--- config.mk ---
export PLATFORM = sky130hd
export DESIGN_NAME = dp_alu
export DESIGN_NICKNAME = d
export VERILOG_FILES = /design/src/rtl/dp_alu_pkg.sv /design/src/rtl/dp_alu_ctrl.sv /design/src/rtl/dp_alu_path.sv /design/src/rtl/dp_alu.sv
export SDC_FILE = /design/constraint.sdc
export NUM_CORES = 1
export LEC_CHECK = 0
export ABC_AREA = 1
export BUFFER_PORTS_ARGS = -buffer_cell sky130_fd_sc_hd__buf_2
export CORE_MARGIN = 3
export CORE_UTILIZATION = 45
export DETAILED_ROUTE_END_ITERATION = 16
export PLACE_DENSITY = 0.67
export SETUP_SLACK_MARGIN = 0.15
export SYNTH_ARGS = -nofsm -noshare
export SYNTH_HDL_FRONTEND = slang
export SYNTH_SLANG_ARGS = --single-unit
--- constraint.sdc ---
create_clock -name vclk -period 7.9
set_input_delay 1.58 -clock vclk [all_inputs]
set_output_delay 1.58 -clock vclk [all_outputs]
set_load 0.03 [all_outputs]
--- src/rtl/dp_alu_pkg.sv ---
package dp_alu_pkg;

  typedef enum logic [3:0] {
    OP_AND = 4'b0000, OP_EOR = 4'b0001, OP_SUB = 4'b0010, OP_RSB = 4'b0011,
    OP_ADD = 4'b0100, OP_ADC = 4'b0101, OP_SBC = 4'b0110, OP_RSC = 4'b0111,
    OP_TST = 4'b1000, OP_TEQ = 4'b1001, OP_CMP = 4'b1010, OP_CMN = 4'b1011,
    OP_ORR = 4'b1100, OP_MOV = 4'b1101, OP_BIC = 4'b1110, OP_MVN = 4'b1111
  } aluOp_t;

  typedef enum logic [2:0] {
    LG_AND, LG_XOR, LG_OR, LG_PASSB, LG_ANDNB, LG_NOTB
  } logicSel_t;

  typedef enum logic [1:0] {
    CIN_ZERO, CIN_ONE, CIN_FLAG
  } cinSel_t;

  typedef struct packed {
    logic      isArith;
    logic      invA;
    logic      invB;
    cinSel_t   cinSel;
    logicSel_t logicSel;
    logic      wrEn;
    logic      forceFlags;
  } strobes_t;

endpackage

--- src/rtl/dp_alu_ctrl.sv ---
module dp_alu_ctrl
  import dp_alu_pkg::*;
(
  input  logic [3:0] opcode,
  output strobes_t   strobes
);

  always_comb begin
    strobes = '{isArith: 1'b0, invA: 1'b0, invB: 1'b0, cinSel: CIN_ZERO,
                logicSel: LG_AND, wrEn: 1'b1, forceFlags: 1'b0};
    unique case (aluOp_t'(opcode))
      OP_AND: strobes.logicSel = LG_AND;
      OP_EOR: strobes.logicSel = LG_XOR;
      OP_ORR: strobes.logicSel = LG_OR;
      OP_MOV: strobes.logicSel = LG_PASSB;
      OP_BIC: strobes.logicSel = LG_ANDNB;
      OP_MVN: strobes.logicSel = LG_NOTB;
      OP_SUB: begin
        strobes.isArith = 1'b1; strobes.invB = 1'b1; strobes.cinSel = CIN_ONE;
      end
      OP_RSB: begin
        strobes.isArith = 1'b1; strobes.invA = 1'b1; strobes.cinSel = CIN_ONE;
      end
      OP_ADD: strobes.isArith = 1'b1;
      OP_ADC: begin
        strobes.isArith = 1'b1; strobes.cinSel = CIN_FLAG;
      end
      OP_SBC: begin
        strobes.isArith = 1'b1; strobes.invB = 1'b1; strobes.cinSel = CIN_FLAG;
      end
      OP_RSC: begin
        strobes.isArith = 1'b1; strobes.invA = 1'b1; strobes.cinSel = CIN_FLAG;
      end
      OP_TST: begin
        strobes.logicSel = LG_AND; strobes.wrEn = 1'b0; strobes.forceFlags = 1'b1;
      end
      OP_TEQ: begin
        strobes.logicSel = LG_XOR; strobes.wrEn = 1'b0; strobes.forceFlags = 1'b1;
      end
      OP_CMP: begin
        strobes.isArith = 1'b1; strobes.invB = 1'b1; strobes.cinSel = CIN_ONE;
        strobes.wrEn = 1'b0; strobes.forceFlags = 1'b1;
      end
      OP_CMN: begin
        strobes.isArith = 1'b1; strobes.wrEn = 1'b0; strobes.forceFlags = 1'b1;
      end
      default: ;
    endcase
  end

endmodule

--- src/rtl/dp_alu_path.sv ---
module dp_alu_path
  import dp_alu_pkg::*;
#(
  parameter int WIDTH = 32
) (
  input  logic [WIDTH-1:0] op1,
  input  logic [WIDTH-1:0] op2,
  input  logic             carryIn,
  input  logic             ovIn,
  input  logic             shiftCarry,
  input  logic             setFlags,
  input  strobes_t         strobes,
  output logic [WIDTH-1:0] result,
  output logic             regWe,
  output logic             newN,
  output logic             newZ,
  output logic             newC,
  output logic             newV,
  output logic             flagWe
);

  localparam int MSB = WIDTH - 1;

  logic [WIDTH-1:0] addA, addB, logicOut;
  logic [WIDTH:0]   sumWide;
  logic             addCin, addOvf;

  // adder leg: operand inversion plus a selectable carry-in
  always_comb begin
    addA = strobes.invA ? ~op1 : op1;
    addB = strobes.invB ? ~op2 : op2;
    unique case (strobes.cinSel)
      CIN_ONE:  addCin = 1'b1;
      CIN_FLAG: addCin = carryIn;
      default:  addCin = 1'b0;
    endcase
    sumWide = {1'b0, addA} + {1'b0, addB} + {{WIDTH{1'b0}}, addCin};
    addOvf  = (addA[MSB] == addB[MSB]) && (sumWide[MSB] != addA[MSB]);
  end

  // logic leg
  always_comb begin
    unique case (strobes.logicSel)
      LG_XOR:   logicOut = op1 ^ op2;
      LG_OR:    logicOut = op1 | op2;
      LG_PASSB: logicOut = op2;
      LG_ANDNB: logicOut = op1 & ~op2;
      LG_NOTB:  logicOut = ~op2;
      default:  logicOut = op1 & op2;
    endcase
  end

  always_comb begin
    result = strobes.isArith ? sumWide[MSB:0] : logicOut;
    newN   = result[MSB];
    newZ   = (result == '0);
    newC   = strobes.isArith ? sumWide[WIDTH] : shiftCarry;
    newV   = strobes.isArith ? addOvf : ovIn;
    regWe  = strobes.wrEn;
    flagWe = strobes.forceFlags | setFlags;
  end

endmodule

--- src/rtl/dp_alu.sv ---
module dp_alu
  import dp_alu_pkg::*;
#(
  parameter int WIDTH = 32
) (
  input  logic [WIDTH-1:0] op1,
  input  logic [WIDTH-1:0] op2,
  input  logic             carryIn,
  input  logic             ovIn,
  input  logic             shiftCarry,
  input  logic [3:0]       opcode,
  input  logic             setFlags,
  output logic [WIDTH-1:0] result,
  output logic             regWe,
  output logic             newN,
  output logic             newZ,
  output logic             newC,
  output logic             newV,
  output logic             flagWe
);

  strobes_t strobes;

  dp_alu_ctrl u_ctrl (
    .opcode  (opcode),
    .strobes (strobes)
  );

  dp_alu_path #(.WIDTH(WIDTH)) u_path (
    .op1        (op1),
    .op2        (op2),
    .carryIn    (carryIn),
    .ovIn       (ovIn),
    .shiftCarry (shiftCarry),
    .setFlags   (setFlags),
    .strobes    (strobes),
    .result     (result),
    .regWe      (regWe),
    .newN       (newN),
    .newZ       (newZ),
    .newC       (newC),
    .newV       (newV),
    .flagWe     (flagWe)
  );

endmodule

==> impl_metrics.yaml, run 1 <==
power:
  power.share.sequential: 0
  p_switching_uw: 510
  peakVddDrop_v: 0.0000549
  p_sw_frac: 0.694
  total_leakage_power_nw: 3.94
  powerDensity_mw_per_mm2: 114
  clock_power_share: 0
  power_frac_comb: 1.000
  internal-power_uw: 225
detailed_routing:
  drt_iter0_drc: 695
  vias_per_cell: 5.30
  routed_wl_um: 20800
  wl_per_cell_um: 14.9
  drc: 0
  via_count: 7407
  ant_nets: 0
  drt_pre_antenna_iters: 5
die:
  die_w_um: 120
  initial_utilization: 0.471
  dieArea_mm2: 0.0143
  ios: 110
  rows: 40
  fp.dieH_um: 120
  coreArea_mm2: 0.0123
global_routing:
  antenna_found_initial: 0
  use_met3: 0.0292
  grt_pass1_vias: 6505
  grt_pass1_wl_um: 32900
  grtUsageMet1: 0.431
  grt_busiest_layer: "met1"
  met2_usage: 0.418
  overflow: 0
  grt_max_degree: 36
  grtUsageTotal: 0.276
timing:
  fin_crit_ns: 6.99
  relSlewSlack: 0.219
  final_min_period_over_clock_period: 0.885
  setup_viol: 0
  slew_violations: 0
  worst_hold_slack_ns: 3.49
  fmax_mhz: 143
  hold_viol_final: 0
  fin_setup_tns_ns: 0
  tightestPinTransition_ns: 1.17
  rsz0062_at_grt: "false"
layout:
  final_area_mm2: 0.00646
  layout-drive-gt1-share: 0.112
  nFlopsAndLatches: 0
  fin_util: 0.525
  regArea_um2: 0
  fin_nets: 1371
  n_clock_buffer: 0
  diodes: 0
  area_growth_syn_to_layout_pct: 11.4
hold_path:
  hold_end: "flagWe"
  holdCritPathClass: "in -> out"
  hold_depth: 4
  hold_start: "setFlags"
yosys:
  syn_area_mm2: 0.00580
  syn_inst: 1146
  syn_nets: 1285
  yosysSeqAreaShare: 0
  synth_area_per_cell_um2: 5.06
  ys_types: 36
  yosys_warnings: 0
place:
  dp_hpwl_um: 17100
  gp_congestion: 1.04
  place_area_mm2: 0.00646
  port_buffers: 110
setup_path:
  required_ns: 6.32
  cp_data_arrival_time_ns: 5.41
  worstPathMaxFanout: 22
  cp-start-kind: "input port"
  end_kind: "output pin"
  critPathKind: "in -> out"
clock_tree:
  post_cts_buffers: 0
  cts_resized: 0
  cts_hold_buf: 0
run:
  cap_violations: 0
run_status:
  status: "finished clean"
[worst max-delay path by stage]
stage	slack (ns)	endpoint	depth (start not counted)	from
global placement	1.04	newZ	19	opcode[0]
global route	0.45	newZ	22	opcode[0]
finish	0.91	newZ	22	opcode[0]
CTS	0.96	newZ	22	opcode[0]
detailed placement	0.99	newZ	22	opcode[0]
floorplan	1.23	newZ	26	opcode[0]
[layout by cell type (no fill, tap or decap), drive strengths merged]
cell | synthesis | final
nand2 | 407 | 407
inv | 211 | 211
buf | 26 | 117
nor2 | 98 | 98
nand3 | 83 | 83
xor2 | 68 | 68
ha | 65 | 65
o21ai | 54 | 54
a21oi | 48 | 48
nand4 | 17 | 17
a211oi | 13 | 13
o2111ai | 9 | 9
o211ai | 8 | 8
nor3 | 7 | 7
nand3b | 6 | 6
o21bai | 4 | 4
o22ai | 3 | 3
or2 | 3 | 3
clkinv | 2 | 2
fa | 2 | 2
a21boi | 1 | 1
and3 | 1 | 1
and2 | 1 | 1
o31ai | 1 | 1
xnor2 | 1 | 1
[metrics by stage]
stage / worst slack, ns / power [mW] / cells
after floorplan: 1.23 / 0.515 / 1146
after global placement: 1.04 / 0.717 / 1398
after detailed placement: 0.992 / 0.717 / 1398
after CTS: 0.962 / 0.720 / 1398
after global routing: 0.448 / 0.813 / 1398
final: 0.912 / 0.735 / 1398
[critical path, cell delays in order]
cell	delay, ns
buf_2	0.16
nor2_2	0.26
nand2_2	0.45
buf_4	0.38
xor2_1	0.20
fa_1	0.21
inv_1	0.10
fa_1	0.47
nand3_1	0.10
nand3_1	0.14
a21oi_1	0.25
inv_1	0.10
nand2_1	0.09
nand3b_1	0.09
nand3_1	0.10
nand2_1	0.07
nor2_1	0.10
nand2_1	0.08
nor2_1	0.10
nand2_1	0.06
nor2_1	0.12
buf_2	0.21
[layout make-up]
type	instances	area (um2)
fill	1439	5850
multi-input combinational	900	4850
timing repair buffer	117	603
tap	168	210
inverter	213	800
[Yosys cell counts, types with 8 or more instances]
cell | number | area share
o211ai_1 | 8 | 0.010
a211oi_1 | 13 | 0.017
a21oi_1 | 48 | 0.041
nor2_1 | 94 | 0.061
nand2_1 | 403 | 0.26
nand4_1 | 17 | 0.018
o2111ai_1 | 9 | 0.014
xor2_1 | 68 | 0.10
buf_2 | 19 | 0.016
nand3_1 | 83 | 0.072
o21ai_1 | 8 | 0.0069
ha_1 | 65 | 0.14
o21ai_0 | 46 | 0.040
inv_1 | 204 | 0.13
[layer usage]
layer  share of wire  vias up
met3           0.092       23
met4           0.012        0
li1                -     3769
met2            0.41      347
met5               0        -
met1            0.49     3268
[power groups by stage]
stage	clock network, mW	logic, mW	registers, mW
2_1_floorplan	0	0.515	0
3_3_place_gp	0	0.717	0
3_5_place_dp	0	0.717	0
4_1_cts	0	0.720	0
5_1_grt	0	0.813	0
6_report	0	0.735	0
[cells by family after synthesis]
logic type,Yosys count,synth area share
AO/OA/AOI/OAI,141,0.141
XOR/XNOR,69,0.104
adder cells (fa/ha/maj),67,0.147
buffers and inverters,246,0.166
AND/OR/NAND/NOR,623,0.442
(Power assumes the default switching activity.)
==> inputs of run 2 (changes only) <==
--- a/config.mk
+++ b/config.mk
@@ -7,10 +7,12 @@
 export LEC_CHECK = 0
 export ABC_AREA = 1
 export BUFFER_PORTS_ARGS = -buffer_cell sky130_fd_sc_hd__buf_2
+export CELL_PAD_IN_SITES_DETAIL_PLACEMENT = 1
+export CELL_PAD_IN_SITES_GLOBAL_PLACEMENT = 2
 export CORE_MARGIN = 3
-export CORE_UTILIZATION = 45
+export CORE_UTILIZATION = 31
 export DETAILED_ROUTE_END_ITERATION = 16
-export PLACE_DENSITY = 0.67
+export PLACE_DENSITY_LB_ADDON = 0.1
 export SETUP_SLACK_MARGIN = 0.15
 export SYNTH_ARGS = -nofsm -noshare
 export SYNTH_HDL_FRONTEND = slang
==> run 2 against run 1 <==
Net effect: final cell count up 4.3%; die area up 43%; non-clock buffer count down 1; design area up 1.1%; flip-flop and latch count unchanged; critical path depth up 2; count of clock-buffer cells in the layout unchanged; critical endpoint unchanged.
==> impl_metrics.yaml, run 2 (synthesized netlist as in run 1, its figures left out) <==
run_status:
  status: "finished clean"
setup_path:
  end_kind: "output pin"
  cp_cell_sequence: "buf_2 > nand2_1 > nor2_4 > inv_1 > a21oi_1 > inv_1 > ha_1 > o21bai_1 > fa_1 > inv_1 > fa_1 > nand3_1 > nand3_1 > inv_1 > a21oi_1 > o21ai_0 > nand2_1 > nand2_1 > nor2_1 > nand3_1 > nor2_1 > nand3_1 > nor2_1 > buf_2"
  crit_buf_inv: 6
  required_ns: 6.32
  cp-start-kind: "input port"
  critPathKind: "in -> out"
  cp_data_arrival_time_ns: 5.62
  slowest_stage: "fa_1"
  worstPathMaxFanout: 11
  slowest_delay_ns: 0.42
  crit_cells: 24
  cp_top_family: "simple AND/OR/NAND/NOR gates"
layout:
  final_common_cell: "nand2_1"
  stdcell_count: 1458
  multiInputGateArea_mm2: 0.00485
  area_growth_syn_to_layout_pct: 12.6
  n_clock_buffer: 0
  fin_nets: 1370
  diodes: 0
  nFlopsAndLatches: 0
  num-fill-cells: 2689
  regArea_um2: 0
  layout.cells.most_common_list: "nand2_1 (402), inv_1 (204), buf_2 (110)"
  layout-drive-gt1-share: 0.112
detailed_routing:
  vias_per_cell: 5.02
  highest_layer: "met3"
  drt_iter0_drc: 389
  wl_met3_um: 1130
  route.met2.wl_um: 10400
  wl_per_cell_um: 17.6
  wl_met1_um: 14100
  via_count: 7319
  drc: 0
  drt_pre_antenna_iters: 5
  ant_nets: 0
  routed_wl_um: 25600
global_routing:
  grt_pass1_wl_um: 40400
  overflow: 0
  grt_max_degree: 36
  antenna_found_initial: 0
  grt_pass1_vias: 7190
  grtUsageTotal: 0.249
die:
  die_w_um: 143
  ios: 110
  initial_utilization: 0.320
  dieArea_mm2: 0.0204
  fp.dieH_um: 143
  coreArea_mm2: 0.0181
  rows: 49
place:
  dp_hpwl_um: 21400
  gp_congestion: 0.921
  port_buffers: 110
  dpl.cell_count: 1458
  post-place-ws_ns: 0.689
run:
  cap_violations: 0
timing:
  fin_setup_tns_ns: 0
  final_min_period_over_clock_period: 0.912
  fmax_mhz: 139
  fin_crit_ns: 7.20
  setup_viol: 0
  tightestPinTransition_ns: 1.00
  relSlewSlack: 0.331
  hold_viol_final: 0
  slew_violations: 0
  fin_ws_ns: 0.696
  rsz0062_at_grt: "false"
power:
  powerDensity_mw_per_mm2: 116
  peakVddDrop_v: 0.0000389
  total_leakage_power_nw: 3.93
  power.share.sequential: 0
  clock_power_share: 0
  p_sw_frac: 0.702
  power_frac_comb: 1.000
  internal-power_uw: 226
  p_switching_uw: 534
clock_tree:
  post_cts_buffers: 0
  cts_hold_buf: 0
  cts_resized: 0
hold_path:
  hold_depth: 4
  holdCritPathClass: "in -> out"
run 2: cell types whose count changed in the layout (fill, tap and decap cells not counted):
| cell | delta |
|---|---|
| nor2_1 | -1 |
| nor2_2 | +1 |
| buf_4 | -1 |
run 2: tightest hold or removal path: cells and delay by family:
family        cells  cell delay [ns]
buf+inv           3             0.28
simple gates      1             0.05
run 2: layout make-up:
class / instances / share of cell area
Timing Repair Buffer: 116 / 0.0912
Inverter: 213 / 0.122
Tap cell: 229 / 0.0439
Multi-Input combinational cell: 900 / 0.743
run 2: power by group through the flow:
| stage | Combinational [mW] | Sequential, mW | Clock [mW] |
|---|---|---|---|
| 5_1_grt | 0.852 | 0 | 0 |
| 2_1_floorplan | 0.515 | 0 | 0 |
| 6_report | 0.760 | 0 | 0 |
| 4_1_cts | 0.760 | 0 | 0 |
| 3_5_place_dp | 0.757 | 0 | 0 |
| 3_3_place_gp | 0.753 | 0 | 0 |
run 2: worst paths after layout:
check / from / end / slack [ns]
min: setFlags / flagWe / 3.50
max: opcode[0] / newZ / 0.70
run 2: routing by layer:
metal | vias to the layer above | track usage
met2 | 132 | 0.371
li1 | 3766 | -
met4 | 0 | 0.00200
met3 | 0 | 0.0107
met5 | - | 0
met1 | 3421 | 0.412
run 2: stage by stage:
step | hold WS [ns] | util | total power, mW | instance area [um2]
6_report | 3.50 | 0.360 | 0.760 | 6530
5_1_grt | 3.53 | 0.360 | 0.852 | 6530
4_1_cts | 3.50 | 0.360 | 0.760 | 6530
3_5_place_dp | 3.50 | 0.360 | 0.757 | 6530
3_3_place_gp | 3.49 | 0.360 | 0.753 | 6530
2_1_floorplan | 3.34 | - | 0.515 | 5800
==> inputs of run 3 (changes only) <==
--- a/config.mk
+++ b/config.mk
@@ -9,7 +9,8 @@
 export BUFFER_PORTS_ARGS = -buffer_cell sky130_fd_sc_hd__buf_2
 export CELL_PAD_IN_SITES_DETAIL_PLACEMENT = 1
 export CELL_PAD_IN_SITES_GLOBAL_PLACEMENT = 2
-export CORE_MARGIN = 3
+export CORE_ASPECT_RATIO = 0.75
+export CORE_MARGIN = 8
 export CORE_UTILIZATION = 31
 export DETAILED_ROUTE_END_ITERATION = 16
 export PLACE_DENSITY_LB_ADDON = 0.1
==> run 3 against run 2 <==
Net effect: hold slack worse by 0.0027 ns; critical endpoint unchanged; first-iteration DRC count is 47% higher; via count up 2.0%; critical path type unchanged.
==> impl_metrics.yaml, run 3 (synthesized netlist as in run 1, its figures left out) <==
setup_path:
  required_ns: 6.32
  crit_buf_inv: 3
  slowest_delay_ns: 0.50
  cp_data_arrival_time_ns: 5.42
  cpMostUsedCell: "nand3_1"
  cp_cell_sequence: "buf_2 > nor2_2 > nand2_2 > xor2_1 > fa_1 > inv_1 > fa_1 > nand3_1 > nand3_1 > nand2_1 > nand3_1 > nand2_1 > nand3_1 > nand2_1 > nor2_1 > nand3_1 > nor2_1 > nand3_1 > nor2_1 > buf_2"
  worstPathMaxFanout: 23
  slowest_stage: "fa_1"
  cp-start-kind: "input port"
  critPathKind: "in -> out"
  end_kind: "output pin"
  cp_top_family: "simple AND/OR/NAND/NOR gates"
timing:
  fmax_mhz: 143
  rsz0062_at_grt: "false"
  hold_viol_final: 0
  slew_violations: 0
  relSlewSlack: 0.202
  fin_crit_ns: 7.00
  fin_setup_tns_ns: 0
  worst_hold_slack_ns: 3.49
  fin_ws_ns: 0.905
  final_min_period_over_clock_period: 0.885
  tightestPinTransition_ns: 1.19
  setup_viol: 0
die:
  dieArea_mm2: 0.0234
  coreArea_mm2: 0.0184
  initial_utilization: 0.315
  ios: 110
  die_w_um: 174
  fp.dieH_um: 134
  rows: 43
layout:
  final_area_mm2: 0.00657
  regArea_um2: 0
  final_common_cell: "nand2_1"
  n_clock_buffer: 0
  fin_nets: 1371
  nFlopsAndLatches: 0
  layout.cells.most_common_list: "nand2_1 (402), inv_1 (204), buf_2 (110)"
  stdcell_count: 1477
  area_growth_syn_to_layout_pct: 13.2
  diodes: 0
  layout-drive-gt1-share: 0.113
  fin_util: 0.357
global_routing:
  grtUsageTotal: 0.231
  grt_pass1_vias: 7460
  antenna_found_initial: 0
  overflow: 0
  grt_max_degree: 36
  grt_pass1_wl_um: 43300
power:
  powerDensity_mw_per_mm2: 119
  power_uw: 779
  peakVddDrop_v: 0.0000434
  total_leakage_power_nw: 3.94
detailed_routing:
  via_count: 7466
  drt_pre_antenna_iters: 5
  wl_per_cell_um: 18.8
  vias_per_cell: 5.05
  routed_wl_um: 27700
  drt_iter0_drc: 573
  drc: 0
  ant_nets: 0
place:
  place_area_mm2: 0.00657
  port_buffers: 110
  dpl.cell_count: 1477
  gp_congestion: 0.902
  post-place-ws_ns: 0.938
  dp_hpwl_um: 23100
clock_tree:
  cts_hold_buf: 0
  post_cts_buffers: 0
  cts_resized: 0
run_status:
  status: "finished clean"
run:
  cap_violations: 0
hold_path:
  holdCritPathClass: "in -> out"
-- run 3: changes by cell type in the layout (fill, tap and decap cells not counted) --
cell | previous run | this run
nor2_2 | 5 | 4
buf_4 | 6 | 7
nor2_4 | 2 | 3
-- run 3: worst paths after layout --
path | start | endpoint | slack [ns] | cells past startpoint
hold / removal | setFlags | flagWe | 3.49 | 4
setup / recovery | opcode[0] | newZ | 0.90 | 20
-- run 3: metal layers --
metal | vias up | GRT usage | share of wire
met4 | 0 | 0.00663 | 0.0027
met5 | - | 0 | 0
met2 | 196 | 0.324 | 0.38
met1 | 3512 | 0.381 | 0.57
li1 | 3754 | - | -
met3 | 4 | 0.0190 | 0.055
-- run 3: power breakdown --
group | switching, mW | leakage, nW | internal (mW)
logic | 0.552 | 3.94 | 0.227
clock network | 0 | 0 | 0
registers | 0 | 0 | 0
total | 0.552 | 3.94 | 0.227
-- run 3: area by class of cell --
cell class / instances / area, um2
fillers: 2677 / 11800
inverters: 213 / 800
multi-input cells: 900 / 4860
well taps: 247 / 309
repair buffers: 117 / 603
